### config.mk
export PLATFORM = sky130hd
export DESIGN_NAME = sd_cmd_issue
export DESIGN_NICKNAME = d
export VERILOG_FILES = /design/src/rtl/sd_cmd_issue.sv
export SDC_FILE = /design/constraint.sdc
export NUM_CORES = 1
export LEC_CHECK = 0
export ABC_CLOCK_PERIOD_IN_PS = 2200
export BUFFER_PORTS_ARGS = -buffer_cell sky130_fd_sc_hd__buf_2
export CORE_ASPECT_RATIO = 0.7
export CORE_UTILIZATION = 47
export DETAILED_ROUTE_END_ITERATION = 16
export PLACE_DENSITY_LB_ADDON = 0.1
export SYNTH_ARGS = -nofsm -noshare
export SYNTH_HDL_FRONTEND = slang
export SYNTH_SLANG_ARGS = --single-unit
### constraint.sdc
create_clock -name clk -period 2.2 [get_ports clk]
set_clock_uncertainty 0.05 [all_clocks]
set_input_delay 0.11 -clock clk [delete_from_list [all_inputs] [get_ports clk]]
set_output_delay 0.11 -clock clk [all_outputs]
set_load 0.01 [all_outputs]
### src/rtl/sd_cmd_issue.sv
module sd_cmd_issue #(
  parameter int TO_W     = 16,
  parameter int DEF_TO   = 64,
  parameter int INIT_LEN = 80
) (
  input  logic            clk,
  input  logic            rst_n,
  input  logic            wr_en,
  input  logic [31:0]     wr_data,
  output logic [31:0]     cmd_word,
  input  logic [1:0]      clk_cfg_in,
  output logic [1:0]      clk_cfg,
  input  logic [TO_W-1:0] rsp_to,
  input  logic            data_busy,
  input  logic            cclk_en,
  output logic            init_hold,
  output logic            tx_req,
  input  logic            tx_ack,
  output logic [5:0]      tx_opcode,
  output logic            tx_rsp,
  output logic            tx_long,
  output logic            tx_crc,
  output logic            tx_data,
  output logic            tx_write,
  output logic            tx_autostop,
  output logic            tx_abort,
  input  logic            tx_end,
  input  logic            rsp_done,
  output logic            done_evt,
  output logic            timeout_evt
);
  localparam int IW = $clog2(INIT_LEN + 1);
  localparam int CW = (TO_W > IW) ? TO_W : IW;

  typedef enum logic [2:0] {IDLE, LAUNCH, INIT, REQ, SEND, RESP, FIN} st_t;

  st_t          st;
  logic [30:0]  word_q;
  logic         start_q;
  logic         rsp_q;
  logic [CW-1:0] cnt;
  logic [CW-1:0] lim;

  assign lim = (rsp_to == '0) ? CW'(DEF_TO) : CW'(rsp_to);

  wire accept = wr_en && !start_q;
  wire to_hit = (st == RESP) && !rsp_done && cclk_en && (cnt == lim - CW'(1));
  wire go     = !(word_q[13] && data_busy);

  assign cmd_word    = {start_q, word_q};
  assign tx_req      = (st == REQ);
  assign init_hold   = (st == INIT);
  assign tx_opcode   = word_q[5:0];
  assign tx_rsp      = word_q[6];
  assign tx_long     = word_q[7];
  assign tx_crc      = word_q[8];
  assign tx_data     = word_q[9];
  assign tx_write    = word_q[10];
  assign tx_autostop = word_q[12];
  assign tx_abort    = word_q[14];

  always_ff @(posedge clk or negedge rst_n) begin
    if (!rst_n) begin
      st          <= IDLE;
      word_q      <= '0;
      start_q     <= 1'b0;
      rsp_q       <= 1'b0;
      cnt         <= '0;
      clk_cfg     <= '0;
      done_evt    <= 1'b0;
      timeout_evt <= 1'b0;
    end else begin
      done_evt    <= (st == FIN);
      timeout_evt <= to_hit;
      if (accept) begin
        word_q  <= wr_data[30:0];
        start_q <= wr_data[31];
      end
      case (st)
        IDLE:   if (start_q) st <= LAUNCH;
        LAUNCH: if (go) begin
          if (word_q[21]) begin
            clk_cfg <= clk_cfg_in;
            start_q <= 1'b0;
            st      <= IDLE;
          end else if (word_q[15]) begin
            cnt <= '0;
            st  <= INIT;
          end else begin
            st <= REQ;
          end
        end
        INIT: if (cclk_en) begin
          if (cnt == CW'(INIT_LEN - 1)) begin
            cnt <= '0;
            st  <= REQ;
          end else begin
            cnt <= cnt + CW'(1);
          end
        end
        REQ: if (tx_ack) begin
          start_q <= 1'b0;
          rsp_q   <= word_q[6];
          st      <= SEND;
        end
        SEND: if (tx_end) begin
          cnt <= '0;
          st  <= rsp_q ? RESP : FIN;
        end
        RESP: begin
          if (rsp_done || to_hit) st <= FIN;
          else if (cclk_en) cnt <= cnt + CW'(1);
        end
        FIN:     st <= IDLE;
        default: st <= IDLE;
      endcase
    end
  end
endmodule


==> flow_results.org, run 1 <==
** Synth
- In this run, distinct cell masters in the synthesized netlist total a little over 60.
- In the post-synthesis netlist, the biggest area contributors are dfrtp_1 38%, mux2_2 11%, mux2i_1 4.3%.
- Area share of the leading cell type in the synthesized netlist :: a little under two fifths
- Post-synthesis async set-or-reset flop share :: 100%
- In the post-synthesis netlist, the cell with the most instances is dfrtp_1.
- Cell count after synthesis :: around 390
- Count of flip-flops with a built-in enable after synthesis :: 0
- Averaged over all synthesized cells, the footprint is 9.49 um2.
- Dominant register cell in the synthesized netlist :: dfrtp_1
- Synth Net Count :: between 400 and 500
- Synthesis inferred 56 register bits.
- Post-Synthesis Cell Area :: about 3700 um2
- During synthesis, Yosys emitted a total of 0 warnings.
- In the synthesized netlist, the cells that appear most often are 56 x dfrtp_1, 35 x mux2_2, 26 x nand2_1.
- Synth area leader :: dfrtp_1
- Sequential cells were found to cover a little under two fifths of the synthesized design area.

** Timing
- Slew Viols, Final :: 0
- At the pin with the least slew margin, the transition time is 0.598 ns.
- In the post-route analysis, the smallest setup slack over all paths is -0.204 ns.
- The number of hold violations in the final report came to 0.
- Setup violations remaining at the end of the flow were counted as 18.
- Measured against its own limit, the worst slew margin works out to between 50% and 60%.
- Setup repair after global routing could not meet its margin everywhere.
- Dividing the final minimum period by the clock period gives 109%.
- Final worst path period need :: 2.40 ns
- Timing would allow up to 416 MHz.

** Cells and area
- At the end of the flow, the number of nets in the layout was 633.
- Number of filler cells placed in the layout :: 514
- 0 antenna diodes ended up in the layout.
- From synthesis to final layout, the design area changed by 49.9%.
- Fraction of final layout cells with drive strength greater than 1 :: roughly 52%
- Once layout is complete, the cells apart from fillers number between 600 and 700.

** Die
- The initial utilization of the core area, before any placement, comes to 49.7%.
- X dimension of the die :: 108 um
- # rows :: 26
- Io pins :: approximately 110
- Die ar. :: between 8000 and 9000 um2
- After floorplanning, the core was sized to cover about 7500 um2.
- The die is between 70 and 80 um tall.

** Pwr
- Internal Pwr Total :: 3.13 mW
- For this design the static power due to leakage is 2.57 nW.
- The analysis attributes to net switching a power of between 2 and 2.5 mW.
- Across the VDD grid, the largest voltage drop is roughly 760 uV.
- Part of the total power dissipated in sequential elements :: 32.0%
- The clock network accounts for 14.8% of the total power.
- Combinational logic is responsible for 53.2% of the overall power.
- Fraction of power spent switching nets :: about 39%
- Dividing total power by cell area gives a power density of about 930 nW/um2.
- Total design power :: roughly 5.2 mW

** Run
- Maximum capacitance violations :: 0

** Clock tree
- The tree built by TritonCTS fans out to 56 sinks.
- Reg clk slew, reported paths :: 0.07 ns
- The cell sitting at the root of the clock tree is a clkbuf_16.
- The clock tree synthesis step divided the H-tree into 2 levels.
- Counting the buffers created by CTS gives 5.
- Clk_lat worst skew :: a little under 0.3 ns
- The clock passes through at most 2 buffers.
- TritonCTS built the clock tree.

** Detailed routing
- After detailed routing, the average wire length per cell comes to 17.5 um.
- After the first detailed-routing iteration, the DRC count stood at approximately 330.
- Total DRC errors in the routed layout :: 0
- Summed over all layers, the routed wires come to approximately 12 mm.
- Before antenna repair, the detailed router went through 4 iterations.
- After detailed routing, the number of vias per cell comes to between 5 and 6.
- Vias :: around 3800
- In this run the remaining antenna-violating nets after routing total 0.

** Worst setup path
- Across all register-to-register paths, the minimum setup slack is -0.20 ns.
- Category of the most critical setup path :: reg -> reg
- STA puts the critical path data arrival time at approximately 2.5 ns.
- At the worst endpoint, the required time is between 2 and 2.5 ns.
- The worst setup path is launched from a flip-flop.
- Worst r2r dst :: cnt[0]
- Kind of capture point of the worst setup path :: flip-flop
- Of all nets on the critical path, the largest fanout is 6.
- The worst register-to-register path has a depth of 8.
- The worst register-to-register path begins at cnt[1].

** Status
- Outcome :: finished with violations
- Failing checks :: negative setup slack

** Global route
- Global-route wire length before repair :: 18.0 mm
- In the global route stage, overall resource usage came out at between 20 and 30%.
- The total overflow left after global routing is 0.
- Via count of the first global-routing pass :: roughly 3700
- Maximum number of pins on one net before global-route repair :: 32
- The number of antenna violations at the first check in global routing was 0.

** Place
- DP Cell Count :: 639
- Count of input and output buffers :: about 110
- At the end of routability-driven placement, the weighted congestion stood at 0.960.
- Setup Slack @ Placement :: -0.585 ns
- HPWL after detailed placement :: 8.36 mm

** Min path
- Hold path depth :: 2
- Hold crit path type :: in -> reg
- The worst hold path begins at wr_data[5].
- Min-Delay Endpoint :: word_q[5]
worst max-delay path by stage:
stage                          from  endpoint  slack [ns]  cells past startpoint
after floorplan           rsp_to[1]    cnt[0]       -0.17                     10
after global placement    rsp_to[0]    cnt[0]       -0.48                     10
after detailed placement  rsp_to[0]    cnt[0]       -0.59                     10
after CTS                   cnt[10]    cnt[4]       -0.14                      8
after global routing        cnt[13]    cnt[4]       -0.28                      8
final                        cnt[1]    cnt[0]       -0.20                      8
cells by family after synthesis:
group / share of synthesized area, %
AO/OA/AOI/OAI: 12.6
XOR/XNOR: 4.00
buffers and inverters: 6.09
adder cells (fa/ha/maj): 1.01
AND/OR/NAND/NOR: 23.7
multiplexers: 14.9
flip-flops: 37.7
area by class of cell:
type                            count  area (um2)  share of cell area, %
Multi-Input combinational cell    291        2510                   45.0
Sequential cell                    56        1400                   25.2
Timing Repair Buffer              209        1370                   24.6
Tap cell                           98         123                   2.20
Clock buffer                        6         129                   2.31
Inverter                            9        41.3                  0.741
Clock inverter                      1        5.00                 0.0898
metal layers:
metal	part of all wire [%]	up-vias	wire length (um)	track usage (%)
met5	0	-	0	0
met4	1.3	0	153	5.68
met3	8.3	20	981	6.33
met2	47	177	5520	43.4
met1	43	1856	5100	39.4
li1	-	1782	-	-
placed cells by master (no fill, tap or decap), types with 13 or more instances in the layout:
cell type      count
buf_2            106
buf_4             80
dfrtp_1           55
mux2_2            33
nand2_1           25
nor2_1            20
dlygate4sd3_1     17
mux2i_1           16
nand3_1           14
nand2b_1          13
worst max-delay path, cell delays in order, from the launching register on:
cell,delay [ns]
dfrtp_1,0.40
xor2_1,0.22
nand2_1,0.09
nor4_2,0.30
nand3_1,0.17
nor4b_4,0.32
a31oi_4,0.21
o21ai_2,0.22
mux2_4,0.32
stage by stage:
stage / TNS [ns] / util (%) / area, um2 / hold WS (ns)
after detailed placement: -8.64 / 65.0 / 4860 / 0.0639
after CTS: -1.59 / 72.2 / 5400 / 0.000368
after global routing: -4.03 / 74.5 / 5580 / 0.000670
after global placement: -7.22 / 65.0 / 4860 / 0.0524
final: -2.55 / 74.5 / 5580 / 0.00107
after floorplan: -1.58 / - / 3840 / -0.236
power by group through the flow:
| stage | logic (mW) | clock network (mW) | registers, mW |
|---|---|---|---|
| finish | 2.75 | 0.765 | 1.65 |
| global route | 2.97 | 0.812 | 1.71 |
| CTS | 2.61 | 0.786 | 1.65 |
| detailed placement | 2.46 | 0 | 1.66 |
| global placement | 2.40 | 0 | 1.63 |
| floorplan | 1.46 | 0 | 1.80 |
flip-flops by register name (all words and copies together), names as in the netlist:
signal	count
st	3
word_q	31
cnt	16
done_evt	1
start_q	1
clk_cfg	2
rsp_q	1
timeout_evt	1
what timing repair did:
| action | 4_1_cts | 5_1_grt |
|---|---|---|
| setup buffers | 3 | 5 |
| setup endpoints to repair | 20 | 19 |
| gates cloned | 1 | 0 |
| resized for setup | 43 | 26 |
| pin swaps | 20 | 8 |
| hold buffers | 16 | 1 |
| endpoints found under the hold margin | 36 | 1 |
Power figures use the tool's default switching activity.
==> inputs of run 2 (changes only) <==
- ABC_CLOCK_PERIOD_IN_PS: 2200 -> unset
- CELL_PAD_IN_SITES_DETAIL_PLACEMENT: unset -> 1
- CELL_PAD_IN_SITES_GLOBAL_PLACEMENT: unset -> 1
- CORE_MARGIN: unset -> 1
- CORE_UTILIZATION: 47 -> 35
==> run 2 against run 1 <==
  * The flow finishes with violations (design-rule violations, negative setup slack)
  * Maximum frequency fell by 1.6%
  * Core utilization fell by 17 points
  * Critical path depth rose by 5
  * Cell count rose by 10%
  * Final area rose by 6.9%
  * Power rose by 7.3%
  * Global-route usage fell by 2.6 points
  * Count of clock-buffer cells in the layout did not move
  * Worst setup slack got worse by 0.038 ns
  * Via count rose by 1.0%
  * Critical path type is now in -> reg
  * Largest power group unchanged
==> flow_results.org, run 2 (same netlist as run 1, synthesis figures left out) <==
** Worst setup path
- The maximum fanout along the worst path came to 6 (unchanged).
- The critical path is of the in -> reg type.
- The data required time at the worst endpoint was 2.34 ns (+0.02 ns).
- Critical path launch point type :: primary input
- Crit path arrival time :: 2.58 ns (+0.05 ns)
- Kind of capture point of the worst setup path :: flip-flop

** Status
- The flow ran to the end, but the final reports show violations.
- The checks that failed: design-rule violations, negative setup slack.

** Detailed routing
- The count of vias placed by the detailed router came to 3874 (+1.0%).
- Vias per cell :: 5.26 (-8.2%)
- First DRT Iteration DRCs :: 236 (-29%)
- The routed wire length came to 13.5 mm (+15%).
- Routed Antenna Nets :: 0 (unchanged)
- The average wire per cell in the routed design was 18.3 um (+4.4%).
- Total DRC errors in the routed layout :: 3 (+3)
- Number of detailed-route iterations in the first pass :: 13 (+9)

** Timing
- Unrepaired setup endpoints after global routing :: true
- The setup slack after layout is -0.241 ns (-0.0379 ns).
- The final cycle utilization of the critical path is 111% (+1.7 points).
- The minimum clock period after layout was 2.44 ns (+0.0379 ns).
- Hold slack final :: 0.00652 ns (+0.00545 ns)
- The final count of negative-setup-slack endpoints was 18 (unchanged).
- The worst slew slack as a fraction of its limit came to 49.7% (-10 points).
- The transition time at the pin with the least slew margin came to 0.754 ns (+0.157 ns).
- Achievable clock frequency :: 410 MHz (-1.6%)
- The count of pins over their slew limit was 0 (unchanged).
- The number of hold violations in the final report is 0 (unchanged).

** Clock tree
- Number of CTS-inserted buffers :: 5 (unchanged)
- The CTS sink count was 56 (unchanged).
- The clock transition at the registers of the reported paths is 0.07 ns (about the same).
- Root cell of the clock tree :: clkbuf_16
- The worst-skew pair later-pin latency is 0.30 ns (about the same).
- TritonCTS built the clock tree.
- The deepest clock path buffer count is 2 (unchanged).
- The deepest level of the CTS H-tree came to 2 (unchanged).

** Global route
- Maximum number of pins on one net before global-route repair :: 57 (+78%)
- Via count of the first global-routing pass :: 4017 (+8.9%)
- The first-pass GRT wire length is 21.4 mm (+19%).
- The total track usage came to 25.2% (-2.6 points).
- Sum of overflow across all layers after global routing :: 0 (unchanged)
- The number of antenna violations at the first check in global routing is 0 (unchanged).

** Die
- The vertical die dimension came to 88.2 um (+15%).
- # rows :: 31 (+19%)
- Initial standard-cell utilization of the core :: 35.9% (-14 points)
- The area of the die came to 11000 um2 (+33%).
- The number of I/O pins came to 109 (unchanged).
- X dimension of the die :: 125 um (+16%)
- Area of the placeable core :: 10400 um2 (+38%)

** Place
- The placed instance area came to 5020 um2 (+3.1%).
- The global placement routability congestion is 0.874 (-9.0%).
- The number of buffer cells added on primary ports is 108 (unchanged).
- HPWL after detailed placement :: 9.88 mm (+18%)

** Cells and area
- # nets final :: 665 (+5.1%)
- Final design area excluding fillers :: 5960 um2 (+6.9%)
- Registers with the most flip-flops :: word_q (31), cnt (16), st (3)
- Leaving out fill and tap cells, the most frequent cell in the layout is buf_2.
- Fraction of final layout cells with drive strength greater than 1 :: 52.4% (+0.47 points)
- Synth-to-layout area growth :: 60.2%
- The top cell types in the final layout, fill and taps aside, are 104 x buf_2, 92 x buf_4, 55 x dfrtp_1.
- The number of fillers in the final layout came to 1192 (+130%).
- Counting flops per register, the top entry is word_q.
- The flip-flop count of the largest register after layout was 31 (unchanged).
- The number of diodes added for antenna fixing was 0 (unchanged).

** Run
- Maximum capacitance violations :: 0 (unchanged)

** Min path
- The worst hold path belongs to the class in -> reg.

** Pwr
- Standby leakage power :: 2.75 nW (+6.9%)
- Pwr dens :: 930 nW/um2 (+0.38%)
- Worst vdd rail ir drop :: 616 uV (-19%)
run 2: cell types whose count changed in the layout (fill, tap and decap cells not counted), moves of 3 or more:
cell | previous run | this run
buf_6 | 6 | 12
nor4b_2 | 3 | 0
dlygate4sd3_1 | 17 | 31
buf_4 | 80 | 92
run 2: repair_timing:
item                                    4_1_cts  5_1_grt
resized for setup                            53       22
hold endpoints to repair                     86        0
endpoints found under the setup margin       20       20
pin swaps                                    20        7
buffers inserted                              9        5
gates cloned                                  0        0
hold buffers                                 31        0
run 2: critical path, cell delays in order:
cell and delay (ns):
buf_8 0.11, inv_8 0.06, ha_4 0.15, or3b_4 0.40, o31a_1 0.29, buf_4 0.15, nand3_1 0.08, nand3_1 0.13
nor4b_4 0.33, a31oi_2 0.15, buf_6 0.16, o21ai_4 0.14, mux2_4 0.31
run 2: metrics by stage:
step / total power, mW / setup TNS [ns] / utilization, % / setup WS, ns / cells
floorplan: 3.26 / -1.58 / - / -0.172 / 392
global placement: 4.18 / -9.67 / 48.4 / -0.615 / 686
detailed placement: 4.31 / -10.91 / 48.4 / -0.717 / 686
CTS: 5.50 / -2.95 / 56.1 / -0.211 / 732
global route: 5.91 / -6.09 / 57.5 / -0.375 / 737
finish: 5.54 / -3.57 / 57.5 / -0.241 / 737
run 2: power breakdown:
group	internal, mW	switching (mW)
Combinational	1.42	1.49
Sequential	1.41	0.253
Clock	0.572	0.396
Total	3.40	2.14
run 2: final timing paths:
| kind | cells after the start | startpoint | slack (ns) | end |
|---|---|---|---|---|
| setup / recovery | 13 | rsp_to[0] | -0.24 | cnt[0] |
| hold / removal | 2 | wr_data[25] | 0.007 | word_q[25] |
| setup reg to reg | 9 | cnt[11] | -0.24 | cnt[0] |
| hold reg to reg | 1 | clk_cfg[1] | 0.46 | clk_cfg[1] |
| max in group asynchronous | 3 | rst_n | 1.11 | cnt[5] |
| min in group asynchronous | 3 | rst_n | 0.45 | word_q[9] |
run 2: cell type report:
class	count	area [um2]	area share, %
timing repair buffer	241	1690	28.4
inverter	9	46.3	0.777
multi-input combinational	291	2470	41.5
sequential	56	1400	23.5
clock buffer	6	139	2.33
clock inverter	2	38.8	0.651
tap	132	165	2.77
run 2: routing by layer:
| layer | vias to the layer above | wire length [um] | GRT usage [%] |
|---|---|---|---|
| met2 | 85 | 6520 | 42.9 |
| met4 | 0 | 112 | 4.66 |
| met1 | 1927 | 6270 | 34.7 |
| li1 | 1849 | - | - |
| met3 | 13 | 600 | 3.93 |
| met5 | - | 0 | 0 |
==> inputs of run 3 (changes only) <==
- BUFFER_PORTS_ARGS: -buffer_cell sky130_fd_sc_hd__buf_2 -> unset
- CORE_UTILIZATION: 35 -> 43
- DONT_BUFFER_PORTS: unset -> 1
- SETUP_SLACK_MARGIN: unset -> 0.4
==> run 3 against run 2 <==
  * The flow finishes with violations (negative setup slack)
  * Count of clock-buffer cells in the layout decreased by 1
  * Largest power group unchanged
  * Cell count shrank 22%
  * Register-to-register slack got worse by 0.13 ns
  * Power shrank 9.9%
  * Clock power down 15%
  * Via count decreased by 7.8%
  * Non-clock buffer count down 128
  * Critical path type is now reg -> reg
  * Sequential cell count unchanged
==> flow_results.org, run 3 (same netlist as run 1, synthesis figures left out) <==
** Worst setup path
- Crit path arrival time :: 2.74 ns (+0.16 ns)
- The data required time at the worst endpoint was 2.37 ns (+0.03 ns).
- Number of buffer and inverter instances along the worst setup path :: 2 (-2)
- Worst reg2reg startpoint :: cnt[11]
- Highest fanout seen on the critical path :: 6 (unchanged)
- Most numerous cell on the critical path :: xnor2_2
- The path depth of the worst reg2reg path was 10 (+1).
- The endpoint identified for the worst register-to-register timing path is cnt[5].
- Critical-path top delay cell :: dfrtp_1
- Longest individual stage delay on the worst path :: 0.43 ns (+0.03 ns)
- Crit path max-delay family :: simple AND/OR/NAND/NOR gates
- The worst setup path is captured at a flip-flop.
- The reg2reg setup slack was -0.37 ns (-0.13 ns).
- STA classifies the critical path startpoint as a flip-flop.
- Category of the most critical setup path :: reg -> reg
- Walking the worst path, the cells encountered are xnor2_2 > xnor2_2 > nor4_1 > nand3_1 > nor4b_4 > a31oi_4 > buf_6 > buf_4 > o21ai_4 > mux2i_1.

** Timing
- Final worst-path setup slack :: -0.368 ns (-0.126 ns)
- The number of hold violations in the final report was 0 (unchanged).
- Slew Viols, Final :: 0 (unchanged)
- Setup repair after global routing could not meet its margin everywhere.
- The transition time at the pin with the least slew margin is 0.587 ns (-0.167 ns).
- The final cycle utilization of the critical path was 117% (+5.7 points).
- The final count of negative-setup-slack endpoints came to 19 (+1).
- Relative slew slack :: 60.6% (+11 points)
- Final worst path period need :: 2.57 ns (+0.126 ns)
- The post-route setup TNS was -4.96 ns (-1.39 ns).
- Achievable clock frequency :: 389 MHz (-4.9%)

** Detailed routing
- Total DRC errors in the routed layout :: 0 (-3)
- The DRC marker count from the first detailed-route iteration is 245 (+3.8%).
- The total iterations of the first detailed-routing run is 4 (-9).
- Final routed wirelength across all metal layers :: 14.0 mm (+3.6%)
- The count of vias placed by the detailed router was 3572 (-7.8%).
- Per-cell routed wire length :: 24.2 um (+32%)
- Routed Antenna Nets :: 0 (unchanged)
- The via density per instance came to 6.18 (+18%).

** Die
- Die ar. :: 9030 um2 (-18%)
- Die Span Y :: 79.8 um (-9.6%)
- The die width was 113 um (-9.6%).
- Io pins :: 109 (unchanged)
- The starting density of the core is 45.9% (+10 points).
- # rows :: 27 (-13%)
- The area of the core is 8110 um2 (-22%).

** Clock tree
- The number of clock buffers inserted by TritonCTS was 5 (unchanged).
- Reg clk slew, reported paths :: 0.08 ns (about the same)
- The deepest clock path buffer count is 2 (unchanged).
- Maximum level of the CTS H-tree :: 2 (unchanged)
- TritonCTS built the clock tree.
- Root cell of the clock tree :: clkbuf_16
- Number of sinks handled by clock tree synthesis :: 56 (unchanged)
- The worst-skew pair later-pin latency is 0.30 ns (about the same).

** Global route
- The first-pass GRT wire length is 21.7 mm (+1.1%).
- Global-route usage over all layers :: 31.7% (+6.5 points)
- met2 is the most crowded layer.
- GR Layer Usage met2 :: 54.8% (+12 points)
- The global route total overflow was 0 (unchanged).
- GR met3 Demand/Resource :: 7.82% (+3.9 points)
- The via count of the first global-routing pass came to 3887 (-3.2%).
- Maximum number of pins on one net before global-route repair :: 57 (unchanged)
- The fraction of met1 tracks used by global routing came to 40.7% (+6.1 points).
- The number of antenna violations at the first check in global routing is 1 (+1).

** Cells and area
- Final design area excluding fillers :: 5110 um2 (-14%)
- Max FFs per register :: 31 (unchanged)
- Leaving out fill and tap cells, the most frequent cell in the layout is buf_4.
- The top cell types in the final layout, fill and taps aside, are 72 x buf_4, 55 x dfrtp_1, 36 x dlygate4sd3_1.
- The multi-input logic area was 2430 um2 (-1.9%).
- The post-layout net count was 537 (-19%).
- Antenna diode count :: 0 (unchanged)
- The fraction of final layout cells with drive strength greater than 1 came to 37.5% (-15 points).
- The number of fillers in the final layout came to 867 (-27%).
- The largest registers in the layout are word_q (31), cnt (16), st (3).
- Register name with the most flops :: word_q
- FF/Latch Area :: 1400 um2 (unchanged)
- Synth-to-layout area growth :: 37.4%

** Run
- The max-cap check violation count was 0 (unchanged).

** Min path
- Hold crit path type :: in -> reg
- Min-Delay Endpoint :: cnt[0]
- Hold path depth :: 3 (+1)
- Launch point of the worst hold path :: rsp_done

** Pwr
- The share of total power in the clock network came to 16.5% (-1.0 points).
- Part of the total power dissipated in sequential elements :: 39.1% (+9.1 points)
- Proportion of power drawn by combinational gates :: 44.3% (-8.2 points)
- Pwr dens :: 976 nW/um2 (+5.0%)
- The leakage power came to 2.16 nW (-21%).
- The switching power total came to 2.11 mW (-1.4%).
- Internal Pwr Total :: 2.88 mW (-15%)
- The switching share of total power is 42.3% (+3.6 points).
- The peak ir drop on the vdd network is 582 uV (-5.5%).

** Place
- The global placement routability congestion was 0.876 (+0.29%).
- The number of buffer cells added on primary ports came to 0 (-100%).
- HPWL after detailed placement :: 8.65 mm (-12%)
- DP Area :: 4250 um2 (-15%)

** Status
- Failing checks :: negative setup slack
- Outcome :: finished with violations
[run 3: tightest hold or removal path: cells and delay by family]
family / cells / cell delay (ns)
AO/OA/AOI/OAI: 2 / 0.18
multiplexers: 1 / 0.15
[run 3: metal layers]
metal / wire [um] / vias to the layer above
met1: 5960 / 1817
met4: 203 / 2
met3: 917 / 33
met5: 13 / -
met2: 6890 / 126
li1: - / 1594
[run 3: power groups by stage]
stage | sequential [mW] | combinational (mW) | clock (mW)
final | 1.95 | 2.21 | 0.826
after global routing | 2.01 | 2.37 | 0.872
after CTS | 1.93 | 2.00 | 0.824
after detailed placement | 1.94 | 1.79 | 0
after global placement | 1.93 | 1.71 | 0
after floorplan | 1.80 | 1.48 | 0
[run 3: timing repair]
item | 4_1_cts | 5_1_grt
setup endpoints to repair | 21 | 23
pin swaps | 18 | 6
buffers inserted | 5 | 5
cloned | 1 | 0
hold buffers | 37 | 0
resized for setup | 31 | 16
hold endpoints to repair | 90 | 0
[run 3: worst max path at each step]
stage / slack (ns) / start / to / depth (start not counted)
after floorplan: -0.16 / rsp_to[6] / cnt[6] / 9
after global placement: -0.35 / rsp_to[6] / cnt[6] / 8
after detailed placement: -0.45 / rsp_to[0] / cnt[0] / 9
after CTS: -0.20 / cnt[10] / cnt[4] / 10
after global routing: -0.47 / cnt[10] / cnt[4] / 10
final: -0.37 / cnt[11] / cnt[5] / 10
[run 3: cell type report]
| class | count | share of cell area, % |
|---|---|---|
| Clock buffer | 5 | 2.45 |
| Clock inverter | 3 | 0.416 |
| Inverter | 9 | 0.808 |
| Multi-Input combinational cell | 291 | 47.5 |
| Sequential cell | 56 | 27.4 |
| Tap cell | 101 | 2.47 |
| Timing Repair Buffer | 113 | 18.9 |
[run 3: through the flow]
step	total power, mW	std cells	hold WS (ns)	util [%]	worst slack, ns
2_1_floorplan	3.28	392	-0.236	-	-0.162
3_3_place_gp	3.63	522	-0.235	52.4	-0.354
3_5_place_dp	3.74	522	-0.235	52.4	-0.446
4_1_cts	4.76	573	0.106	61.6	-0.202
5_1_grt	5.25	578	0.132	63.0	-0.475
6_report	4.99	578	0.126	63.0	-0.368
